[config.mk]
export PLATFORM = sky130hd
export DESIGN_NAME = vec_disp_gen
export DESIGN_NICKNAME = d
export VERILOG_FILES = /design/src/rtl/vdisp_pkg.sv /design/src/rtl/vdisp_ctrl.sv /design/src/rtl/vdisp_flat.sv /design/src/rtl/vdisp_dp.sv /design/src/rtl/vec_disp_gen.sv
export SDC_FILE = /design/constraint.sdc
export NUM_CORES = 1
export LEC_CHECK = 0
export ABC_CLOCK_PERIOD_IN_PS = 8700
export BUFFER_PORTS_ARGS = -buffer_cell sky130_fd_sc_hd__buf_2
export CAP_MARGIN = 20
export CORE_MARGIN = 3
export CORE_UTILIZATION = 57
export DETAILED_ROUTE_END_ITERATION = 16
export GPL_TIMING_DRIVEN = 0
export PLACE_DENSITY_LB_ADDON = 0.08
export SLEW_MARGIN = 0
export SYNTH_ARGS = -nofsm -noshare
export SYNTH_HDL_FRONTEND = slang
export SYNTH_SLANG_ARGS = --single-unit
[constraint.sdc]
create_clock -name clk -period 8.7 [get_ports clk]
set_input_delay 0.435 -clock clk [delete_from_list [all_inputs] [get_ports clk]]
set_output_delay 0.435 -clock clk [all_outputs]
set_load 0.01 [all_outputs]
[src/rtl/vdisp_pkg.sv]
`timescale 1ns/1ps
package vdisp_pkg;

  typedef enum logic [1:0] {
    STRIDE_PLAIN = 2'd0,
    STRIDE_UNIT  = 2'd1,
    STRIDE_ELEM  = 2'd2,
    STRIDE_RSVD  = 2'd3
  } strideE;

  typedef enum logic [1:0] {
    ACC_OTHER  = 2'd0,
    ACC_LOAD   = 2'd1,
    ACC_STORE  = 2'd2,
    ACC_OTHER3 = 2'd3
  } accessE;

  // strobes from control to datapath
  typedef struct packed {
    logic pickSrc;    // flattened source steps as index
    logic pickDst;    // flattened destination steps as index
    logic pickRemap;  // remapped index
    logic addMode;    // imm + index*len
    logic mulMode;    // imm * index
    logic doReplace;  // result replaces immediate
    logic dsRescale;  // divide result by four
  } ctrlS;

endpackage

[src/rtl/vdisp_ctrl.sv]
`timescale 1ns/1ps
module vdisp_ctrl
  import vdisp_pkg::*;
(
  input  logic [1:0] strideMode,
  input  logic [1:0] accessKind,
  input  logic       remapOn,
  input  logic       dispForm,
  output ctrlS       ctrl
);

  strideE strideSel;
  accessE accessSel;

  assign strideSel = strideE'(strideMode);
  assign accessSel = accessE'(accessKind);

  always_comb begin
    ctrl = '0;
    unique case (accessSel)
      ACC_LOAD: begin
        ctrl.pickRemap = remapOn;
        ctrl.pickSrc   = !remapOn;
      end
      ACC_STORE: ctrl.pickDst = 1'b1;
      default: ;
    endcase
    unique case (strideSel)
      STRIDE_UNIT: ctrl.addMode = 1'b1;
      STRIDE_ELEM: ctrl.mulMode = 1'b1;
      default: ;
    endcase
    ctrl.doReplace = ctrl.addMode || ctrl.mulMode;
    ctrl.dsRescale = ctrl.doReplace && dispForm;
  end

endmodule

[src/rtl/vdisp_flat.sv]
`timescale 1ns/1ps
module vdisp_flat #(
  parameter int STEP_W = 7,
  parameter int SUB_W  = 2,
  localparam int IDX_W = STEP_W + SUB_W
) (
  input  logic [STEP_W-1:0] step,
  input  logic [SUB_W-1:0]  sub,
  input  logic [SUB_W-1:0]  subVl,
  output logic [IDX_W-1:0]  idx
);

  logic [SUB_W:0]   groupSize;
  logic [IDX_W-1:0] stepX;
  logic [IDX_W-1:0] groupX;
  logic [IDX_W-1:0] subX;

  assign groupSize = {1'b0, subVl} + (SUB_W+1)'(1);
  assign stepX     = {{SUB_W{1'b0}}, step};
  assign groupX    = {{(IDX_W-SUB_W-1){1'b0}}, groupSize};
  assign subX      = {{STEP_W{1'b0}}, sub};
  assign idx       = stepX * groupX + subX;

endmodule

[src/rtl/vdisp_dp.sv]
`timescale 1ns/1ps
module vdisp_dp
  import vdisp_pkg::*;
#(
  parameter int FIELD_W = 16,
  parameter int DISP_W  = 32,
  parameter int STEP_W  = 7,
  parameter int SUB_W   = 2,
  parameter int LEN_W   = 4,
  localparam int IDX_W  = STEP_W + SUB_W
) (
  input  logic [FIELD_W-1:0] immField,
  input  logic               dispForm,
  input  logic [STEP_W-1:0]  srcStep,
  input  logic [STEP_W-1:0]  dstStep,
  input  logic [SUB_W-1:0]   srcSub,
  input  logic [SUB_W-1:0]   dstSub,
  input  logic [SUB_W-1:0]   subVl,
  input  logic [LEN_W-1:0]   accessLen,
  input  logic [STEP_W-1:0]  remapIdx,
  input  ctrlS               ctrl,
  output logic [DISP_W-1:0]  dispComb
);

  logic [FIELD_W-1:0] immRaw;
  logic [DISP_W-1:0]  immExt;
  logic [STEP_W-1:0]  stepArr [2];
  logic [SUB_W-1:0]   subArr  [2];
  logic [IDX_W-1:0]   idxArr  [2];
  logic [IDX_W-1:0]   elemIdx;
  logic [DISP_W-1:0]  idxExt;
  logic [DISP_W-1:0]  lenExt;
  logic [DISP_W-1:0]  unitVal;
  logic [DISP_W-1:0]  elemVal;
  logic [DISP_W-1:0]  strided;

  // immediate extraction: scaled form drops the two top field bits
  assign immRaw = dispForm ? {immField[FIELD_W-3:0], 2'b00} : immField;
  assign immExt = {{(DISP_W-FIELD_W){immRaw[FIELD_W-1]}}, immRaw};

  assign stepArr[0] = srcStep;
  assign stepArr[1] = dstStep;
  assign subArr[0]  = srcSub;
  assign subArr[1]  = dstSub;

  for (genvar side = 0; side < 2; side++) begin : g_flat
    vdisp_flat #(.STEP_W(STEP_W), .SUB_W(SUB_W)) uFlat (
      .step (stepArr[side]),
      .sub  (subArr[side]),
      .subVl(subVl),
      .idx  (idxArr[side])
    );
  end

  always_comb begin
    elemIdx = '0;
    if (ctrl.pickSrc)   elemIdx = idxArr[0];
    if (ctrl.pickDst)   elemIdx = idxArr[1];
    if (ctrl.pickRemap) elemIdx = {{SUB_W{1'b0}}, remapIdx};
  end

  assign idxExt  = {{(DISP_W-IDX_W){1'b0}}, elemIdx};
  assign lenExt  = {{(DISP_W-LEN_W){1'b0}}, accessLen};
  assign unitVal = immExt + idxExt * lenExt;
  assign elemVal = immExt * idxExt;

  always_comb begin
    strided = immExt;
    if (ctrl.addMode) strided = unitVal;
    if (ctrl.mulMode) strided = elemVal;
  end

  assign dispComb = ctrl.dsRescale ? {2'b00, strided[DISP_W-1:2]} : strided;

endmodule

[src/rtl/vec_disp_gen.sv]
`timescale 1ns/1ps
module vec_disp_gen
  import vdisp_pkg::*;
#(
  parameter int FIELD_W = 16,
  parameter int DISP_W  = 32,
  parameter int STEP_W  = 7,
  parameter int SUB_W   = 2,
  parameter int LEN_W   = 4,
  parameter bit REG_OUT = 1'b1
) (
  input  logic               clk,
  input  logic               rstN,
  input  logic [FIELD_W-1:0] immField,
  input  logic               dispForm,
  input  logic [1:0]         strideMode,
  input  logic [1:0]         accessKind,
  input  logic [STEP_W-1:0]  srcStep,
  input  logic [STEP_W-1:0]  dstStep,
  input  logic [SUB_W-1:0]   srcSub,
  input  logic [SUB_W-1:0]   dstSub,
  input  logic [SUB_W-1:0]   subVl,
  input  logic [LEN_W-1:0]   accessLen,
  input  logic [STEP_W-1:0]  remapIdx,
  input  logic               remapOn,
  output logic [DISP_W-1:0]  dispOut,
  output logic               replaceOut
);

  ctrlS              ctrl;
  logic [DISP_W-1:0] dispComb;

  vdisp_ctrl uCtrl (
    .strideMode(strideMode),
    .accessKind(accessKind),
    .remapOn   (remapOn),
    .dispForm  (dispForm),
    .ctrl      (ctrl)
  );

  vdisp_dp #(
    .FIELD_W(FIELD_W), .DISP_W(DISP_W), .STEP_W(STEP_W),
    .SUB_W(SUB_W), .LEN_W(LEN_W)
  ) uDp (
    .immField (immField),
    .dispForm (dispForm),
    .srcStep  (srcStep),
    .dstStep  (dstStep),
    .srcSub   (srcSub),
    .dstSub   (dstSub),
    .subVl    (subVl),
    .accessLen(accessLen),
    .remapIdx (remapIdx),
    .ctrl     (ctrl),
    .dispComb (dispComb)
  );

  if (REG_OUT) begin : g_reg
    always_ff @(posedge clk) begin
      if (!rstN) begin
        dispOut    <= '0;
        replaceOut <= 1'b0;
      end else begin
        dispOut    <= dispComb;
        replaceOut <= ctrl.doReplace;
      end
    end
  end else begin : g_comb
    assign dispOut    = dispComb;
    assign replaceOut = ctrl.doReplace;
  end

endmodule

### After elaboration in Yosys (flattened, before gate mapping)

Index checks and enable logic that the tools add are counted.

* bits of input ports: 55
* flip-flop bits (word level): 33
* logic and storage cells: 32
* output and inout port bits: 33

* equal/unequal tests: 4
* muxes and demuxes: 12
* multipliers: 4
* $add $sub $neg: 4
* bitwise operators: 1
* reductions and logical operators: 4

Operators with widths (number)
* $mux W32: 2
* $mux W30: 1
* $mux W9: 3
* $mul A16 B10 Y26: 1
* $add A9 B2 Y9: 2
* $mul A7 B3 Y9: 2
* $add A16 B14 Y17: 1
* $mux W16: 1
* $mul A9 B4 Y13: 1
* $mux W1: 5
* $eq A2 B1 Y1 const B: 2
* $eq A2 B2 Y1 const B: 2
* $add A2 B1 Y3 const B: 1
* $reduce_or A2 Y1: 1
* $logic_and A1 B1 Y1: 1
* $logic_not A1 Y1: 1
* $logic_or A1 B1 Y1: 1
* $not A1 Y1: 1

### Depth between registers and ports, before layout

Gate-level depths: netlist (run 1).

* depth in word-level cells: 11
* depth in mapped cells: 34
* gate-level depth less buffers: 32

### Hierarchy

Synthesis (run 1) repeated with hierarchy kept, for this count alone.

* cells, all modules: 1231
* area, all modules: 10319.9 µm²

By module, submodules not included
* vdisp_dp: seq. area each 0.0 µm², area each 8025.2 µm², instances 1, cells each 1015
* vdisp_flat: seq. area each 0.0 µm², area each 650.6 µm², instances 2, cells each 69
* vec_disp_gen: seq. area each 660.6 µm², area each 923.4 µm², instances 1, cells each 69
* vdisp_ctrl: seq. area each 0.0 µm², area each 70.1 µm², instances 1, cells each 9

### Worst setup path after synthesis (run 1)

Ideal clock, no wire load.

* path kind: input port to flip-flop
* from: input port subVl[0]
* to: register dispOut[17]
* stages: 32
* slack: 0.584 ns
* arrival time: 8.001 ns
* cell sequence: ha_1 clkbuf_1 and2_1 ha_1 ha_1 ha_1 fa_1 a21o_1 a21oi_1 xnor2_1 o21ai_0 a22oi_1 clkbuf_1 nor2_1 fa_1 fa_1 inv_1 fa_1 inv_1 fa_1 inv_1 fa_1 inv_1 ha_1 a2111oi_4 o21ai_2 a2111oi_0 o211ai_1 o211ai_2 xnor2_1 nor3_2 o21a_1

* longest elaborated chain between the ends: 11
* elaborated cells on any way between the ends: 14

RTL lines
* from (decl): line vec_disp_gen.sv:22 `input logic [SUB_W-1:0] subVl,`
* $add A2 B1 Y3 *: line vdisp_flat.sv:18 `assign groupSize = {1'b0, subVl} + (SUB_W+1)'(1);`
* $mul A7 B3 Y9: line vdisp_flat.sv:22 `assign idx = stepX * groupX + subX;`
* $add A9 B2 Y9: line vdisp_flat.sv:22
* $mux W9: line vdisp_dp.sv:57 `if (ctrl.pickSrc) elemIdx = idxArr[0];`
* $mux W9 *: line vdisp_dp.sv:58 `if (ctrl.pickDst) elemIdx = idxArr[1];`
* $mux W9 *: line vdisp_dp.sv:59 `if (ctrl.pickRemap) elemIdx = {{SUB_W{1'b0}}, remapIdx};`
* $mul A9 B4 Y13: line vdisp_dp.sv:64 `assign unitVal = immExt + idxExt * lenExt;`
* $add A16 B14 Y17: line vdisp_dp.sv:64
* $mux W32: line vdisp_dp.sv:69 `if (ctrl.addMode) strided = unitVal;`
* $mux W32 *: line vdisp_dp.sv:70 `if (ctrl.mulMode) strided = elemVal;`
* $mux W30 *: line vdisp_dp.sv:73 `assign dispComb = ctrl.dsRescale ? {2'b00, strided[DISP_W-1:2]} : strided;`
* to (signal assigned): line vec_disp_gen.sv:64 `dispOut <= dispComb;`
* to (decl): line vec_disp_gen.sv:26 `output logic [DISP_W-1:0] dispOut,`

Every way passes the cells marked *; elsewhere a longest branch is shown, timed or not.
A chain may end at the register's enable or synchronous reset.

### Final worst setup path (run 1)

* from: input port subVl[0]
* to: register dispOut[23]

The elaborated chain is that of the path after synthesis.

==> results of run 1 <==
## stage by stage
stage / TNS, ns / cell area (um2) / hold WS (ns) / total power (uW)
after floorplan: 0 / 10000 / 0.583 / 1870
after global placement: -9.77 / 10700 / 0.768 / 2320
after detailed placement: -9.91 / 10700 / 0.777 / 2360
after CTS: 0 / 10900 / 0.508 / 2480
after global routing: -0.0360 / 11000 / 0.549 / 2880
final: 0 / 11000 / 0.514 / 2550
## metal layers
metal  track usage  up-vias
met1         0.349     4305
met5             0        -
li1              -     4165
met4        0.0505        0
met3        0.0369       44
met2         0.479      247
## kinds of logic (layout without fill, tap and decap cells)
family,after synthesis,after routing,share of synthesized area
AO/OA/AOI/OAI,214,214,0.143
XOR/XNOR,54,54,0.0471
adder cells (fa/ha/maj),273,273,0.452
buffers and inverters,260,354,0.100
flip-flops,28,28,0.0559
multiplexers,27,27,0.0273
AND/OR/NAND/NOR,375,375,0.174
## cells in the final DEF, fill, tap and decap left out, types with 12 or more instances in the layout
cell,count
buf_2,90
mux2i_1,24
ha_1,120
a211oi_1,14
nor2_1,124
o21ai_0,44
a21o_1,22
clkbuf_1,21
xor2_1,17
nor2b_1,24
a21oi_1,44
nand2_1,111
inv_1,212
dfxtp_1,28
fa_1,148
nand3_1,12
xnor2_1,37
nand2b_1,18
and2_1,46
## flip-flops by register name, indices dropped and copies added (netlist names)
| name | cells |
|---|---|
| dispOut | 27 |
| replaceOut | 1 |
## power breakdown
| part | switching, uW | total, uW | internal (uW) |
|---|---|---|---|
| clock | 38.7 | 99.5 | 60.9 |
| combinational | 1350 | 2290 | 938 |
| sequential | 7.78 | 167 | 160 |
| total | 1400 | 2550 | 1160 |
## timing repair
action / CTS / global route
setup buffers: 1 / 4
gates resized for setup: 13 / 57
setup endpoints to repair: 17 / 18
pin swaps: 3 / 12
## path summary, 6_finish.rpt
kind                  startpoint                      to  slack [ns]  depth (start not counted)
worst max-delay path    subVl[0]  dispOut[23]$_SDFF_PN0_        0.33                         32
worst min-delay path        rstN  dispOut[12]$_SDFF_PN0_        0.51                          3
## final cells by class
class	instances	area share
buffer	47	0.0222
tap	220	0.0249
sequential	28	0.0508
timing repair buffer	92	0.0428
inverter	212	0.0721
multi-input combinational	943	0.780
clock buffer	3	0.00680
==> flow_summary.json, run 1 <==
{
  "outcome": "finished clean",
  "multi_input_comb_area_mm2": 0.00861,
  "drt_iter0_markers": 489,
  "htree_levels": 1,
  "start_kind": "input port",
  "path_buf_inv": 5,
  "die_w_um": 139,
  "synth_commonest_cells": "212 x inv_1, 149 x fa_1, 124 x ha_1, 124 x nor2_1, 111 x nand2_1",
  "instances_no_fill": 1545,
  "wl_met2_mm": 12.9,
  "dp_hpwl_mm": 21.8,
  "holdBufCountCts": 0,
  "grt_pass1_wl_mm": 42.6,
  "synth_edf_count": 0,
  "final_util": 0.654,
  "io_pins": 88,
  "portBuffers": 87,
  "layout-drive-gt1-share": 0.122,
  "syn_avg_cell_area_um2": 8.15,
  "fin_ws_ns": 0.333,
  "antenna_found_initial": 0,
  "synth_area_leaders": "fa_1 30%, ha_1 15%, inv_1 7.9%",
  "critPathSlowestCell": "fa_1",
  "clockBufferDepth": 2,
  "grt_pass1_vias": 8788,
  "cp_top_family": "adder cells",
  "p_leak_uw": 0.00588,
  "dp_worst_setup_slack_ns": -0.796,
  "place.gp.congestion": 0.932,
  "cts_tree": "done",
  "cts-root-buf": "clkbuf_16",
  "yosysMostFrequentCell": "inv_1",
  "synth_area_mm2": 0.0100,
  "area_delta_synth_final_pct": 10.0,
  "slew_headroom": 0.360,
  "regArea_um2": 561,
  "cts_buffers": 3,
  "diodes": 0,
  "top_layer_used": "met4",
  "vias": 8761,
  "async_flop_share": 0,
  "route.detailed.drc": 0,
  "fmax_ghz": 0.120,
  "synth_nets": 1559,
  "wl_met1_mm": 10.5,
  "ys_seq_area_frac": 0.0559,
  "synth-seq-cells": 28,
  "cp.required_ns": 8.89,
  "fp-row-count": 47,
  "avgViaCountPerCell": 5.67,
  "cp_data_arrival_time_ns": 8.55,
  "netlist.area_leader.share": 0.297,
  "ant_nets": 0,
  "fin_nets": 1655,
  "hold_path.class": "input port to flop",
  "tightest_slew_ns": 0.934,
  "cp-end-kind": "flop",
  "placed_cells": 1538,
  "cts_sinks": 28,
  "cts.reportedPaths.clkPinSlew_ns": 0.06,
  "post-route-period-util": 0.962,
  "power_density_mw_per_mm2": 231,
  "yosysWarnings": 0,
  "setup-violations-final": 0,
  "grt-ovfl-total": 0,
  "cp_slowest_stage_delay_ns": 0.58,
  "yosysTopAreaCell": "fa_1",
  "critPathKind": "input port to flop",
  "maxCapViolCount": 0,
  "dr_wl_met3_mm": 1.51,
  "drt_wl_total_mm": 25.4,
  "cp_max_fo": 10,
  "first_pass_iters": 6,
  "crit_path_frequent_cell": "fa_1",
  "min_period_ns": 8.37,
  "die-area_mm2": 0.0192,
  "vdd_ir_drop_max_v": 0.000216,
  "chipHeight_um": 139,
  "grt_max_degree": 15,
  "synth_cells": 1231,
  "grt.total_usage": 0.267,
  "synthFlopType": "dfxtp_1",
  "initial_core_util": 0.595,
  "wl_per_cell_um": 16.5,
  "fillers": 1543,
  "yosysUniqueCellTypes": 63,
  "hold_viol_final": 0,
  "drv_slew": 0,
  "core_mm2": 0.0169
}
Note: power is estimated with default switching activity, not from simulation.
==> inputs of run 2 (changes only) <==
--- a/config.mk
+++ b/config.mk
@@ -8,6 +8,7 @@
 export ABC_CLOCK_PERIOD_IN_PS = 8700
 export BUFFER_PORTS_ARGS = -buffer_cell sky130_fd_sc_hd__buf_2
 export CAP_MARGIN = 20
+export CORE_ASPECT_RATIO = 1.1
 export CORE_MARGIN = 3
 export CORE_UTILIZATION = 57
 export DETAILED_ROUTE_END_ITERATION = 16
==> run 2 against run 1 <==
Effect of this change:
- global-route usage is 0.27 points higher
- non-clock buffer count is 7 higher
- combinational power up 4%
- utilization shrank 0.18 points
- cell count up 1.4%
- sequential share of layout area decreased by 0.065 points
- design area increased by 1.3%
- worst setup slack got worse by 0.054 ns
- largest power group unchanged
- highest routed layer unchanged
==> flow_summary.json, run 2 (synthesized netlist as in run 1, its figures left out) <==
{
  "grt.total_usage": 0.270,
  "seqPwrFrac": 0.062,
  "grt_pass1_wl_mm": 43.0,
  "top_regs": "dispOut: 27 flops, replaceOut: 1 flops",
  "chipHeight_um": 145,
  "power_frac_comb": 0.889,
  "ant_nets": 0,
  "fin_ws_ns": 0.279,
  "hold_path.class": "input port to flop",
  "cts_sinks": 28,
  "start_kind": "input port",
  "regArea_um2": 561,
  "placed_area_mm2": 0.0108,
  "drt_iter0_markers": 560,
  "use_met1": 0.359,
  "cts_tree": "done",
  "grt.busiest_layer": "met2",
  "place.gp.congestion": 0.909,
  "cp-end-kind": "flop",
  "critPathSlowestCell": "fa_1",
  "slew_headroom": 0.249,
  "tightest_slew_ns": 1.09,
  "crit_path_end": "dispOut[23]$_SDFF_PN0_",
  "crit_start": "subVl[0]",
  "cp_data_arrival_time_ns": 8.54,
  "setup-violations-final": 0,
  "avgViaCountPerCell": 5.66,
  "dp_worst_setup_slack_ns": -0.873,
  "p_int_uw": 1230,
  "grt_pass1_vias": 8933,
  "core_mm2": 0.0171,
  "first_pass_iters": 8,
  "power_density_mw_per_mm2": 240,
  "grt_max_degree": 17,
  "layout-drive-gt1-share": 0.132,
  "cp_max_fo": 10,
  "wl_per_cell_um": 16.6,
  "antenna_found_initial": 0,
  "io_pins": 88,
  "finalSetupTns_ns": 0,
  "clockPowerShare": 0.049,
  "vias": 8866,
  "hold_viol_final": 0,
  "largest_register": "dispOut",
  "crit_path_frequent_cell": "fa_1",
  "die_w_um": 133,
  "outcome": "finished clean",
  "p_sw_uw": 1460,
  "initial_core_util": 0.585,
  "fin_nets": 1662,
  "vdd_ir_drop_max_v": 0.000231,
  "diodes": 0,
  "mostFrequentLayoutCell": "inv_1",
  "placed_cells": 1552,
  "largest_reg_flops": 27,
  "drt_wl_total_mm": 26.0,
  "grtUsageMet2": 0.472,
  "finalInstanceArea_mm2": 0.0112,
  "post-route-period-util": 0.968,
  "cts_buffers": 3,
  "cp.required_ns": 8.82,
  "clockBufferDepth": 2,
  "htree_levels": 1,
  "dp_hpwl_mm": 21.7,
  "min_period_ns": 8.42,
  "fmax_ghz": 0.119,
  "route.detailed.drc": 0,
  "grt-ovfl-total": 0,
  "fillers": 1584,
  "multi_input_comb_area_mm2": 0.00864,
  "grt_use_met3": 0.0257,
  "maxCapViolCount": 0,
  "cts-root-buf": "clkbuf_16",
  "p_leak_uw": 0.00594,
  "area_delta_synth_final_pct": 11.4,
  "portBuffers": 87,
  "die-area_mm2": 0.0192,
  "cts.reportedPaths.clkPinSlew_ns": 0.06,
  "critPathKind": "input port to flop",
  "most-common-layout-cells": "212 x inv_1, 148 x fa_1, 123 x nor2_1",
  "instances_no_fill": 1567,
  "cp_slowest_stage_delay_ns": 0.57,
  "drv_slew": 0,
  "fp-row-count": 50,
  "p_sw_frac": 0.542
}
run 2: cell types whose count changed in the layout (fill, tap and decap cells not counted), sizes merged:
cell | before | now
buf | 106 | 112
bufinv | 0 | 1
clkbuf | 36 | 37
run 2: worst min path at each step:
stage / from / slack (ns) / to / cells after the start
final: strideMode[1] / 0.52 / replaceOut$_SDFF_PN0_ / 3
after global routing: rstN / 0.53 / dispOut[12]$_SDFF_PN0_ / 3
after CTS: strideMode[1] / 0.52 / replaceOut$_SDFF_PN0_ / 3
after detailed placement: strideMode[1] / 0.79 / replaceOut$_SDFF_PN0_ / 3
after global placement: rstN / 0.77 / dispOut[12]$_SDFF_PN0_ / 3
after floorplan: rstN / 0.58 / dispOut[12]$_SDFF_PN0_ / 2
run 2: power groups by stage:
stage | sequential, uW | combinational (uW) | clock (uW)
2_1_floorplan | 188 | 1680 | 0
3_3_place_gp | 170 | 2190 | 0
3_5_place_dp | 171 | 2220 | 0
4_1_cts | 168 | 2270 | 132
5_1_grt | 171 | 2690 | 139
6_report | 168 | 2390 | 130
run 2: layout make-up:
| cell class | instances | area share |
|---|---|---|
| Timing Repair Buffer | 99 | 0.0472 |
| Inverter | 212 | 0.0712 |
| Clock inverter | 1 | 0.00269 |
| Sequential cell | 28 | 0.0501 |
| Clock buffer | 3 | 0.00671 |
| Multi-Input combinational cell | 943 | 0.773 |
| Buffer | 47 | 0.0229 |
| Tap cell | 234 | 0.0262 |
run 2: stage by stage:
| stage | utilization | total power [uW] | hold WS (ns) |
|---|---|---|---|
| final | 0.652 | 2680 | 0.517 |
| after global routing | 0.652 | 3000 | 0.526 |
| after CTS | 0.639 | 2570 | 0.524 |
| after detailed placement | 0.628 | 2390 | 0.793 |
| after global placement | 0.628 | 2360 | 0.774 |
| after floorplan | - | 1870 | 0.583 |
run 2: worst max-delay path: cells and delay by family:
family / cells / cell delay, ns
xor+xnor: 2 / 0.33
simple gates: 4 / 0.54
fa+ha+maj: 11 / 4.52
buf+inv: 7 / 0.90
compound gates: 9 / 1.79
run 2: per-layer routing:
metal / vias up / share of wire
met5: - / 0
met4: 0 / 0.028
li1: 4179 / -
met2: 292 / 0.50
met3: 48 / 0.049
met1: 4347 / 0.43
run 2: repair_timing:
| item | 4_1_cts | 5_1_grt |
|---|---|---|
| setup endpoints to repair | 17 | 18 |
| hold buffers | 0 | 0 |
| setup buffers | 3 | 9 |
| resized for setup | 21 | 62 |
| pin swaps | 4 | 12 |
